$ cat config.mk
export PLATFORM = sky130hd
export DESIGN_NAME = scan_sequencer
export DESIGN_NICKNAME = d
export VERILOG_FILES = /design/src/rtl/scan_seq_pkg.sv /design/src/rtl/scan_seq_datapath.sv /design/src/rtl/scan_seq_control.sv /design/src/rtl/scan_sequencer.sv
export SDC_FILE = /design/constraint.sdc
export NUM_CORES = 1
export LEC_CHECK = 0
export ABC_AREA = 1
export CELL_PAD_IN_SITES_DETAIL_PLACEMENT = 0
export CELL_PAD_IN_SITES_GLOBAL_PLACEMENT = 1
export CORE_ASPECT_RATIO = 1.75
export CORE_MARGIN = 2
export CORE_UTILIZATION = 30
export DETAILED_ROUTE_END_ITERATION = 10
export PLACE_DENSITY_LB_ADDON = 0.1
export SETUP_SLACK_MARGIN = 0.15
export SLEW_MARGIN = 20
export SYNTH_ARGS = -nofsm -noshare
export SYNTH_HDL_FRONTEND = slang
export SYNTH_HIERARCHICAL = 1
export SYNTH_SLANG_ARGS = --single-unit
$ cat constraint.sdc
create_clock -name clk -period 2.23 [get_ports clk]
set_input_delay 0.446 -clock clk [delete_from_list [all_inputs] [get_ports clk]]
set_output_delay 0.446 -clock clk [all_outputs]
set_load 0.005 [all_outputs]
$ cat src/rtl/scan_seq_pkg.sv
package scan_seq_pkg;
  localparam int CHAN_W = 3;
  localparam int MODE_W = 3;
  localparam int MAX_STEPS = 4;
  localparam int STEP_W = $clog2(MAX_STEPS + 1);

  typedef enum logic [CHAN_W-1:0] {
    CH_X = 3'd0, CH_Y = 3'd1, CH_Z1 = 3'd2, CH_Z2 = 3'd3,
    CH_BAT = 3'd4, CH_AUX1 = 3'd5, CH_AUX2 = 3'd6, CH_TEMP = 3'd7
  } chan_e;

  localparam logic [MODE_W-1:0] MODE_PEN   = 3'd0;
  localparam logic [MODE_W-1:0] MODE_PENZ  = 3'd1;
  localparam logic [MODE_W-1:0] MODE_PRESS = 3'd2;
  localparam logic [MODE_W-1:0] MODE_AUX   = 3'd3;
  localparam logic [MODE_W-1:0] MODE_PORT  = 3'd4;

  typedef struct packed {
    logic load;     // capture mode/enables, rewind step
    logic jump;     // move step to the next usable entry
    logic capture;  // latch result and move past current entry
  } seq_ctl_t;

  // channel found at list position idx for a mode
  function automatic chan_e entryChan(logic [MODE_W-1:0] m, int idx);
    chan_e c;
    c = CH_X;
    case (m)
      MODE_PEN:   c = (idx == 0) ? CH_Y : CH_X;
      MODE_PENZ:  case (idx) 0: c = CH_Y; 1: c = CH_X; 2: c = CH_Z1; default: c = CH_Z2; endcase
      MODE_PRESS: c = (idx == 0) ? CH_Z1 : CH_Z2;
      MODE_AUX:   case (idx) 0: c = CH_AUX1; 1: c = CH_AUX2; default: c = CH_TEMP; endcase
      MODE_PORT:  case (idx) 0: c = CH_BAT; 1: c = CH_AUX1; default: c = CH_AUX2; endcase
      default:    c = CH_X;
    endcase
    return c;
  endfunction

  // whether list position idx exists (and is enabled) for a mode
  function automatic logic entryUsed(logic [MODE_W-1:0] m, logic [2:0] en, int idx);
    logic u;
    case (m)
      MODE_PEN, MODE_PRESS: u = (idx < 2);
      MODE_PENZ:            u = (idx < 4);
      MODE_PORT:            u = (idx < 3);
      MODE_AUX:             u = (idx < 3) && en[idx];
      default:              u = 1'b0;
    endcase
    return u;
  endfunction

  function automatic logic chanId(chan_e c);
    return (c == CH_Y) || (c == CH_Z2) || (c == CH_AUX1) || (c == CH_TEMP);
  endfunction
endpackage

$ cat src/rtl/scan_seq_datapath.sv
module scan_seq_datapath
  import scan_seq_pkg::*;
#(
  parameter int DATA_W = 12
) (
  input  logic               clk,
  input  logic               rstN,
  input  seq_ctl_t           ctl,
  input  logic [MODE_W-1:0]  modeSel,
  input  logic [2:0]         auxEn,
  input  logic [DATA_W-1:0]  convData,
  output logic               entryFound,
  output logic [CHAN_W-1:0]  chanSel,
  output logic               resValid,
  output logic               resId,
  output logic [DATA_W-1:0]  resData
);
  logic [MODE_W-1:0] modeQ;
  logic [2:0]        enQ;
  logic [STEP_W-1:0] step;
  logic [STEP_W-1:0] nextIdx;
  logic [MAX_STEPS-1:0] usable;

  genvar gi;
  generate
    for (gi = 0; gi < MAX_STEPS; gi++) begin : g_use
      assign usable[gi] = (STEP_W'(gi) >= step) && entryUsed(modeQ, enQ, gi);
    end
  endgenerate

  always_comb begin
    entryFound = 1'b0;
    nextIdx = '0;
    for (int i = MAX_STEPS - 1; i >= 0; i--) begin
      if (usable[i]) begin
        entryFound = 1'b1;
        nextIdx = STEP_W'(i);
      end
    end
  end

  chan_e curChan;
  assign curChan = entryChan(modeQ, int'(step));
  assign chanSel = curChan;

  always_ff @(posedge clk or negedge rstN) begin
    if (!rstN) begin
      modeQ <= '0;
      enQ <= '0;
      step <= '0;
      resValid <= 1'b0;
      resId <= 1'b0;
      resData <= '0;
    end else begin
      resValid <= 1'b0;
      if (ctl.load) begin
        modeQ <= modeSel;
        enQ <= auxEn;
        step <= '0;
      end else if (ctl.jump) begin
        step <= nextIdx;
      end else if (ctl.capture) begin
        step <= step + 1'b1;
        resValid <= 1'b1;
        resId <= chanId(curChan);
        resData <= convData;
      end
    end
  end


  valid_pulse_chk: assert property (@(posedge clk) disable iff (!rstN)
    resValid |=> !resValid);

  id_match_chk: assert property (@(posedge clk) disable iff (!rstN)
    ctl.capture |=> resId == $past(chanId(curChan)));
endmodule

$ cat src/rtl/scan_seq_control.sv
module scan_seq_control
  import scan_seq_pkg::*;
(
  input  logic     clk,
  input  logic     rstN,
  input  logic     startPulse,
  input  logic     convDone,
  input  logic     entryFound,
  output seq_ctl_t ctl,
  output logic     convReq,
  output logic     busy
);
  typedef enum logic [1:0] {S_IDLE, S_SEEK, S_REQ} state_e;
  state_e state, stateNxt;

  always_comb begin
    stateNxt = state;
    ctl = '0;
    case (state)
      S_IDLE: if (startPulse) begin
        ctl.load = 1'b1;
        stateNxt = S_SEEK;
      end
      S_SEEK: if (entryFound) begin
        ctl.jump = 1'b1;
        stateNxt = S_REQ;
      end else begin
        stateNxt = S_IDLE;
      end
      S_REQ: if (convDone) begin
        ctl.capture = 1'b1;
        stateNxt = S_SEEK;
      end
      default: stateNxt = S_IDLE;
    endcase
  end

  always_ff @(posedge clk or negedge rstN) begin
    if (!rstN) state <= S_IDLE;
    else state <= stateNxt;
  end

  assign convReq = (state == S_REQ);
  assign busy = (state != S_IDLE);


  no_restart_chk: assert property (@(posedge clk) disable iff (!rstN)
    busy |-> !ctl.load);

  seek_exit_chk: assert property (@(posedge clk) disable iff (!rstN)
    (state == S_SEEK && !entryFound) |=> !busy);
endmodule

$ cat src/rtl/scan_sequencer.sv
module scan_sequencer
  import scan_seq_pkg::*;
#(
  parameter int DATA_W = 12
) (
  input  logic              clk,
  input  logic              rstN,
  input  logic [2:0]        modeSel,
  input  logic [2:0]        auxEn,
  input  logic              startPulse,
  input  logic              convDone,
  input  logic [DATA_W-1:0] convData,
  output logic [2:0]        chanSel,
  output logic              convReq,
  output logic              busy,
  output logic              resValid,
  output logic              resId,
  output logic [DATA_W-1:0] resData
);
  seq_ctl_t ctl;
  logic entryFound;

  scan_seq_control u_ctl (
    .clk(clk), .rstN(rstN), .startPulse(startPulse), .convDone(convDone),
    .entryFound(entryFound), .ctl(ctl), .convReq(convReq), .busy(busy)
  );

  scan_seq_datapath #(.DATA_W(DATA_W)) u_dp (
    .clk(clk), .rstN(rstN), .ctl(ctl), .modeSel(modeSel), .auxEn(auxEn),
    .convData(convData), .entryFound(entryFound), .chanSel(chanSel),
    .resValid(resValid), .resId(resId), .resData(resData)
  );


  req_hold_chk: assert property (@(posedge clk) disable iff (!rstN)
    (convReq && !convDone) |=> (convReq && $stable(chanSel)));

  result_follow_chk: assert property (@(posedge clk) disable iff (!rstN)
    (convReq && convDone) |=> (resValid && resData == $past(convData)));

  stray_done_chk: assert property (@(posedge clk) disable iff (!rstN)
    (!convReq && convDone) |=> !resValid);
endmodule

==> impl_metrics.tcl, run 1 <==
set metrics [dict create \
    status "complete, no violations" \
    dieArea_um2 5040 \
    path_class "reg -> reg" \
    vias_per_cell 4.73 \
    numCtsBuffers 3 \
    drtPass1Iterations 4 \
    fp.dieH_um 92.4 \
    finalClockSkew_ns 0.00237 \
    yosysMostFrequentCell "nand2_1" \
    hold_ws_ns 0.486 \
    design.core.area_um2 4360 \
    end_kind "register" \
    drt-total-wl_mm 3.47 \
    post-route-period-util_pct 89.5 \
    yosysSeqAreaShare_pct 46.7 \
    rows 32 \
    dp.cells 261 \
    required_ns 2.44 \
    synth_cells 170 \
    reg2reg_depth 13 \
    drtIter0Drc 21 \
    clock_path_buffers 2 \
    gr-total-overflow 0 \
    grt_pass1_vias 1335 \
    synthFlopType "dfrtp_1" \
    dpl.hpwl_mm 2.68 \
    r2r_setup_slack_ns 0.23 \
    critPathMaxFanout 6 \
    synth_top_cell_by_area "dfrtp_1" \
    syn_area_um2 1340 \
    synth_compound_area_share_pct 4.39 \
    crit_end "u_dp/resData[5]" \
    netlist_top_cells_count "nand2_1 (68), dfrtp_1 (25), inv_1 (12), inv_2 (11)" \
    drive_gt1_share_pct 24.2 \
    die_x_um 54.5 \
    clk_latency_ns 0.26 \
    synth-edff-count 0 \
    synthArstFlopShare_pct 100 \
    r2r-start "u_dp/modeQ[0]" \
    grt_max_degree 26 \
    hold_viol_final 0 \
    grt_pass1_wl_mm 5.70 \
    rsz0062_at_grt "yes" \
    ys_ff_latch 25 \
    postRouteAntennaNets 0 \
    pre_cts_slack_ns 0.112 \
    path_clk_slew_ns 0.09 \
    cp_data_arrival_time_ns 2.20 \
    antenna_found_initial 0 \
    min-delay-path-class "reg -> reg" \
    synth-simple-area-share_pct 34.5 \
    synth.avg_cell_area_um2 7.88 \
    nets 253 \
    ir_drop_v 0.000664 \
    fmaxAchievable_ghz 0.501 \
    synth_top_family_by_area "simple AND/OR/NAND/NOR gates" \
    ctsHoldBuffers 0 \
    cts_num_sinks 25 \
    num_vias 1315 \
    cap_violations 0 \
    r2r-end "u_dp/resData[5]" \
    fin_cells 278 \
    setup_viol 0 \
    power_density_nw_per_um2 1350 \
    antennaDiodeCount 0 \
    drv_slew 0 \
    cts_root_buf "clkbuf_8" \
    critPathLaunch "u_dp/modeQ[0]" \
    areaGrowthSynthToFinish_pct 48.6 \
    synth.top_cell.area_share_pct 46.7 \
    power_leakage_uw 0.00101 \
    portBuffers 40 \
    ys_top_cells_by_area "dfrtp_1 (47%), nand2_1 (19%), nand4_1 (4.2%)" \
    drc_errors 0 \
    min_period_ns 2.00 \
    ys_types 23 \
    startpoint_type "register" \
    worst_pin_slew_ns 0.331 \
    io_pins 41 \
    syn_nets 195 \
    yosys.area_share.xor_xnor_pct 0 \
    cts_max_level 1 \
    post-route-util_pct 45.6 \
    initial_utilization_pct 30.7 \
    fin_ws_ns 0.234 \
    grtUsageTotal_pct 15.2 \
    fin_tns_setup_ns 0 \
    ys_warn_count 6 \
    synth_fa_ha_area_share_pct 2.80 \
    cts_tree "built" \
    gp_congestion 0.799 \
    wire_per_inst_um 12.5 \
    synth_mux_area_share_pct 2.52 \
    max-slew-margin-rel_pct 77.9 \
]
## worst min path at each step
stage	from	endpoint	cells past startpoint
floorplan	rstN	u_ctl/state[0]	0
global placement	u_dp/resData[8]	u_dp/resData[8]	2
detailed placement	u_dp/resData[7]	u_dp/resData[7]	2
CTS	u_dp/resData[7]	u_dp/resData[7]	2
global route	u_dp/resData[0]	u_dp/resData[0]	2
finish	u_dp/resData[2]	u_dp/resData[2]	2
## where the power goes
part	switching (uW)	internal (uW)	total, uW
Sequential	154	652	806
Clock	142	125	267
Combinational	804	800	1600
Total	1100	1580	2680
## sequential cells by signal, summed over array words and instances (netlist names)
signal,cells
u_dp/resValid,1
u_dp/enQ,3
u_dp/resData,12
u_dp/modeQ,3
u_dp/resId,1
u_dp/step,3
u_ctl/state,2
## timing repair
item,CTS,global route
endpoints found under the setup margin,16,18
pin swaps,2,11
hold endpoints to repair,0,0
setup buffers,4,8
cloned,0,1
gates resized for setup,10,12
## cell families after synthesis
| kind of cell | after synthesis |
|---|---|
| AO/OA/AOI/OAI | 10 |
| adder cells (fa/ha/maj) | 3 |
| buffers and inverters | 28 |
| flip-flops | 25 |
| multiplexers | 3 |
| AND/OR/NAND/NOR | 101 |
## cell type report
type                       count  area [um2]
timing repair buffer          58         536
multi-input combinational    117         619
clock buffer                   3        41.3
sequential                    25         629
fill                         457        2370
clock inverter                 1        5.00
tap                           51        63.8
inverter                      23        96.3
## cells in the final DEF, fill, tap and decap left out, types with 2 or more instances in the layout
master,synthesis,final
buf_4,2,17
clkbuf_8,0,3
clkdlybuf4s50_1,0,37
dfrtp_1,25,22
dfrtp_2,0,3
ha_1,3,2
inv_1,12,10
inv_2,11,10
inv_4,0,2
mux2_2,3,3
nand2_1,68,67
nand2_2,2,3
nand3_1,9,8
nand4_1,9,9
nor2_1,8,7
nor2_4,0,2
o21ai_0,5,5
## layer usage
layer  global-route usage, %  up-vias  wire, um
met5                       0        -         0
met4                    6.25        0        95
met3                    2.42        9       156
met2                    29.3       36      2050
met1                    14.4      623      1160
li1                        -      647         -
## critical path, cell delays in order, from the launching register on
cell and delay, ns:
dfrtp_2 0.45, buf_4 0.16, nand3_4 0.10, nand4_1 0.12
nand2_1 0.13, nand4_1 0.14, nand3_2 0.10, inv_2 0.06
nor2_4 0.17, inv_4 0.07, nor2_8 0.17, buf_4 0.16
nand2_1 0.05, nand2_1 0.06
## per-stage QoR
step / cell area (um2) / total power [uW]
2_1_floorplan: 1350 / 1600
3_3_place_gp: 1810 / 2170
4_1_cts: 1900 / 2550
6_report: 1990 / 2680
5_1_grt: 1990 / 2900
3_5_place_dp: 1810 / 2190
No activity file was read; power rests on OpenSTA's default activity.
==> run 2: changes to the inputs <==
- PLACE_DENSITY_LB_ADDON: 0.1 -> 0.25
==> run 2 against run 1 <==
Against the previous run:
- critical path type is now reg -> out
- global-route usage up 0.36 points
- flip-flop and latch count unchanged
- total power up 5.5%
- sequential power up 1%
- critical endpoint is now chanSel[0]
- combinational power up 8%
- cell count up 1.1%
- non-clock buffer count up 3
- worst hold slack worse by 0.0022 ns
- clock skew up 0.0028 ns
- die area unchanged
- maximum frequency up 0.22%
==> impl_metrics.tcl, run 2 (same netlist as run 1, synthesis figures left out) <==
set metrics [dict create \
    nets 256 \
    gr-total-overflow 0 \
    clk_latency_ns 0.27 \
    drv_slew 0 \
    cp_data_arrival_time_ns 1.55 \
    initial_utilization_pct 30.7 \
    startpoint_type "register" \
    dpl.hpwl_mm 2.64 \
    numCtsBuffers 3 \
    design.core.area_um2 4360 \
    fin_tns_setup_ns 0 \
    setup_viol 0 \
    vias_per_cell 4.74 \
    post-route-period-util_pct 89.3 \
    ctsHoldBuffers 0 \
    largest_register "u_dp/resData" \
    fp.dieH_um 92.4 \
    die_x_um 54.5 \
    final_common_cell "nand2_1" \
    status "complete, no violations" \
    cap_violations 0 \
    clock_path_buffers 2 \
    drt-total-wl_mm 3.56 \
    fmaxAchievable_ghz 0.502 \
    required_ns 1.78 \
    io_pins 41 \
    grtUsageTotal_pct 15.5 \
    hold_viol_final 0 \
    min_period_ns 1.99 \
    postRouteAntennaNets 0 \
    areaGrowthSynthToFinish_pct 52.5 \
    antenna_found_initial 0 \
    dieArea_um2 5040 \
    rsz0062_at_grt "yes" \
    drtPass1Iterations 4 \
    wire_per_inst_um 12.7 \
    grt_pass1_vias 1332 \
    ir_drop_v 0.000721 \
    largest_reg_flops 12 \
    gp_congestion 0.839 \
    rows 32 \
    cts_max_level 1 \
    portBuffers 40 \
    grt_pass1_wl_mm 5.84 \
    layout_common_cells "nand2_1 (64), clkdlybuf4s50_1 (37), dfrtp_1 (22)" \
    cts_tree "built" \
    power_leakage_uw 0.00103 \
    max-slew-margin-rel_pct 78.2 \
    grt_max_degree 26 \
    cts_num_sinks 25 \
    finalClockSkew_ns 0.00522 \
    drive_gt1_share_pct 27.0 \
    worst_pin_slew_ns 0.326 \
    post-route-util_pct 46.8 \
    antennaDiodeCount 0 \
    num_vias 1333 \
    end_kind "primary output" \
    drc_errors 0 \
    drtIter0Drc 18 \
    min-delay-path-class "reg -> reg" \
    path_clk_slew_ns 0.09 \
    path_class "reg -> out" \
    critPathMaxFanout 6 \
    cts_root_buf "clkbuf_8" \
    power_density_nw_per_um2 1380 \
]
==> run 2: per-stage QoR <==
stage	hold WS (ns)	area [um2]	total power, uW	setup WS, ns	instances
finish	0.484	2040	2820	0.238	281
global route	0.513	2040	3060	0.127	281
CTS	0.491	1920	2580	0.124	271
detailed placement	0.463	1810	2190	0.128	261
global placement	0.464	1810	2170	0.145	261
floorplan	0.150	1350	1600	0.167	170
==> run 2: power by group <==
group	leakage [uW]	internal (uW)	total, uW	switching [uW]
clock	0.0000261	131	279	148
sequential	0.000313	653	816	164
combinational	0.000693	887	1730	841
==> run 2: worst max-delay path: stages, from the launching register on <==
cell and delay (ns):
dfrtp_2 0.47, buf_4 0.15, inv_2 0.05, nand2_1 0.09, nor2_2 0.14, o21ai_2 0.07
nand4_2 0.10, clkdlybuf4s15_1 0.21
==> run 2: worst paths after layout <==
| path | start | endpoint | slack (ns) | cells after the start |
|---|---|---|---|---|
| max in group asynchronous | rstN | u_dp/modeQ[0] | 1.43 | 2 |
| max reg2reg | u_dp/modeQ[0] | u_dp/resData[2] | 0.27 | 13 |
| min reg2reg | u_dp/resData[0] | u_dp/resData[0] | 0.48 | 2 |
| min in group asynchronous | rstN | u_dp/resData[3] | 0.53 | 2 |
| max | u_dp/modeQ[0] | chanSel[0] | 0.24 | 7 |
| min | u_dp/resData[0] | u_dp/resData[0] | 0.48 | 2 |
==> run 2: layout make-up <==
class                   instances  area (um2)
clock buffers                   3        41.3
clock inverters                 1        8.76
fillers                       446        2320
inverters                      23        96.3
multi-input cells             117         644
flip-flops and latches         25         629
well taps                      51        63.8
repair buffers                 61         559
==> run 2: repair_timing <==
| item | in CTS | in global routing |
|---|---|---|
| pin swaps | 1 | 8 |
| setup buffers | 6 | 10 |
| hold endpoints to repair | 0 | 0 |
| resized for setup | 10 | 20 |
| setup endpoints to repair | 3 | 17 |
==> run 2: per-layer routing <==
| metal | GRT usage, % | vias to the layer above | wire [um] |
|---|---|---|---|
| met5 | 0 | - | 0 |
| met4 | 6.04 | 0 | 85 |
| met3 | 2.42 | 8 | 171 |
| met2 | 28.6 | 46 | 1990 |
| met1 | 16.4 | 623 | 1310 |
| li1 | - | 656 | - |
==> run 3: changes to the inputs <==
- ABC_CLOCK_PERIOD_IN_PS: unset -> 2230
==> results of run 3 <==
No change in the layout: final DEF, timing and power equal those of run 2.
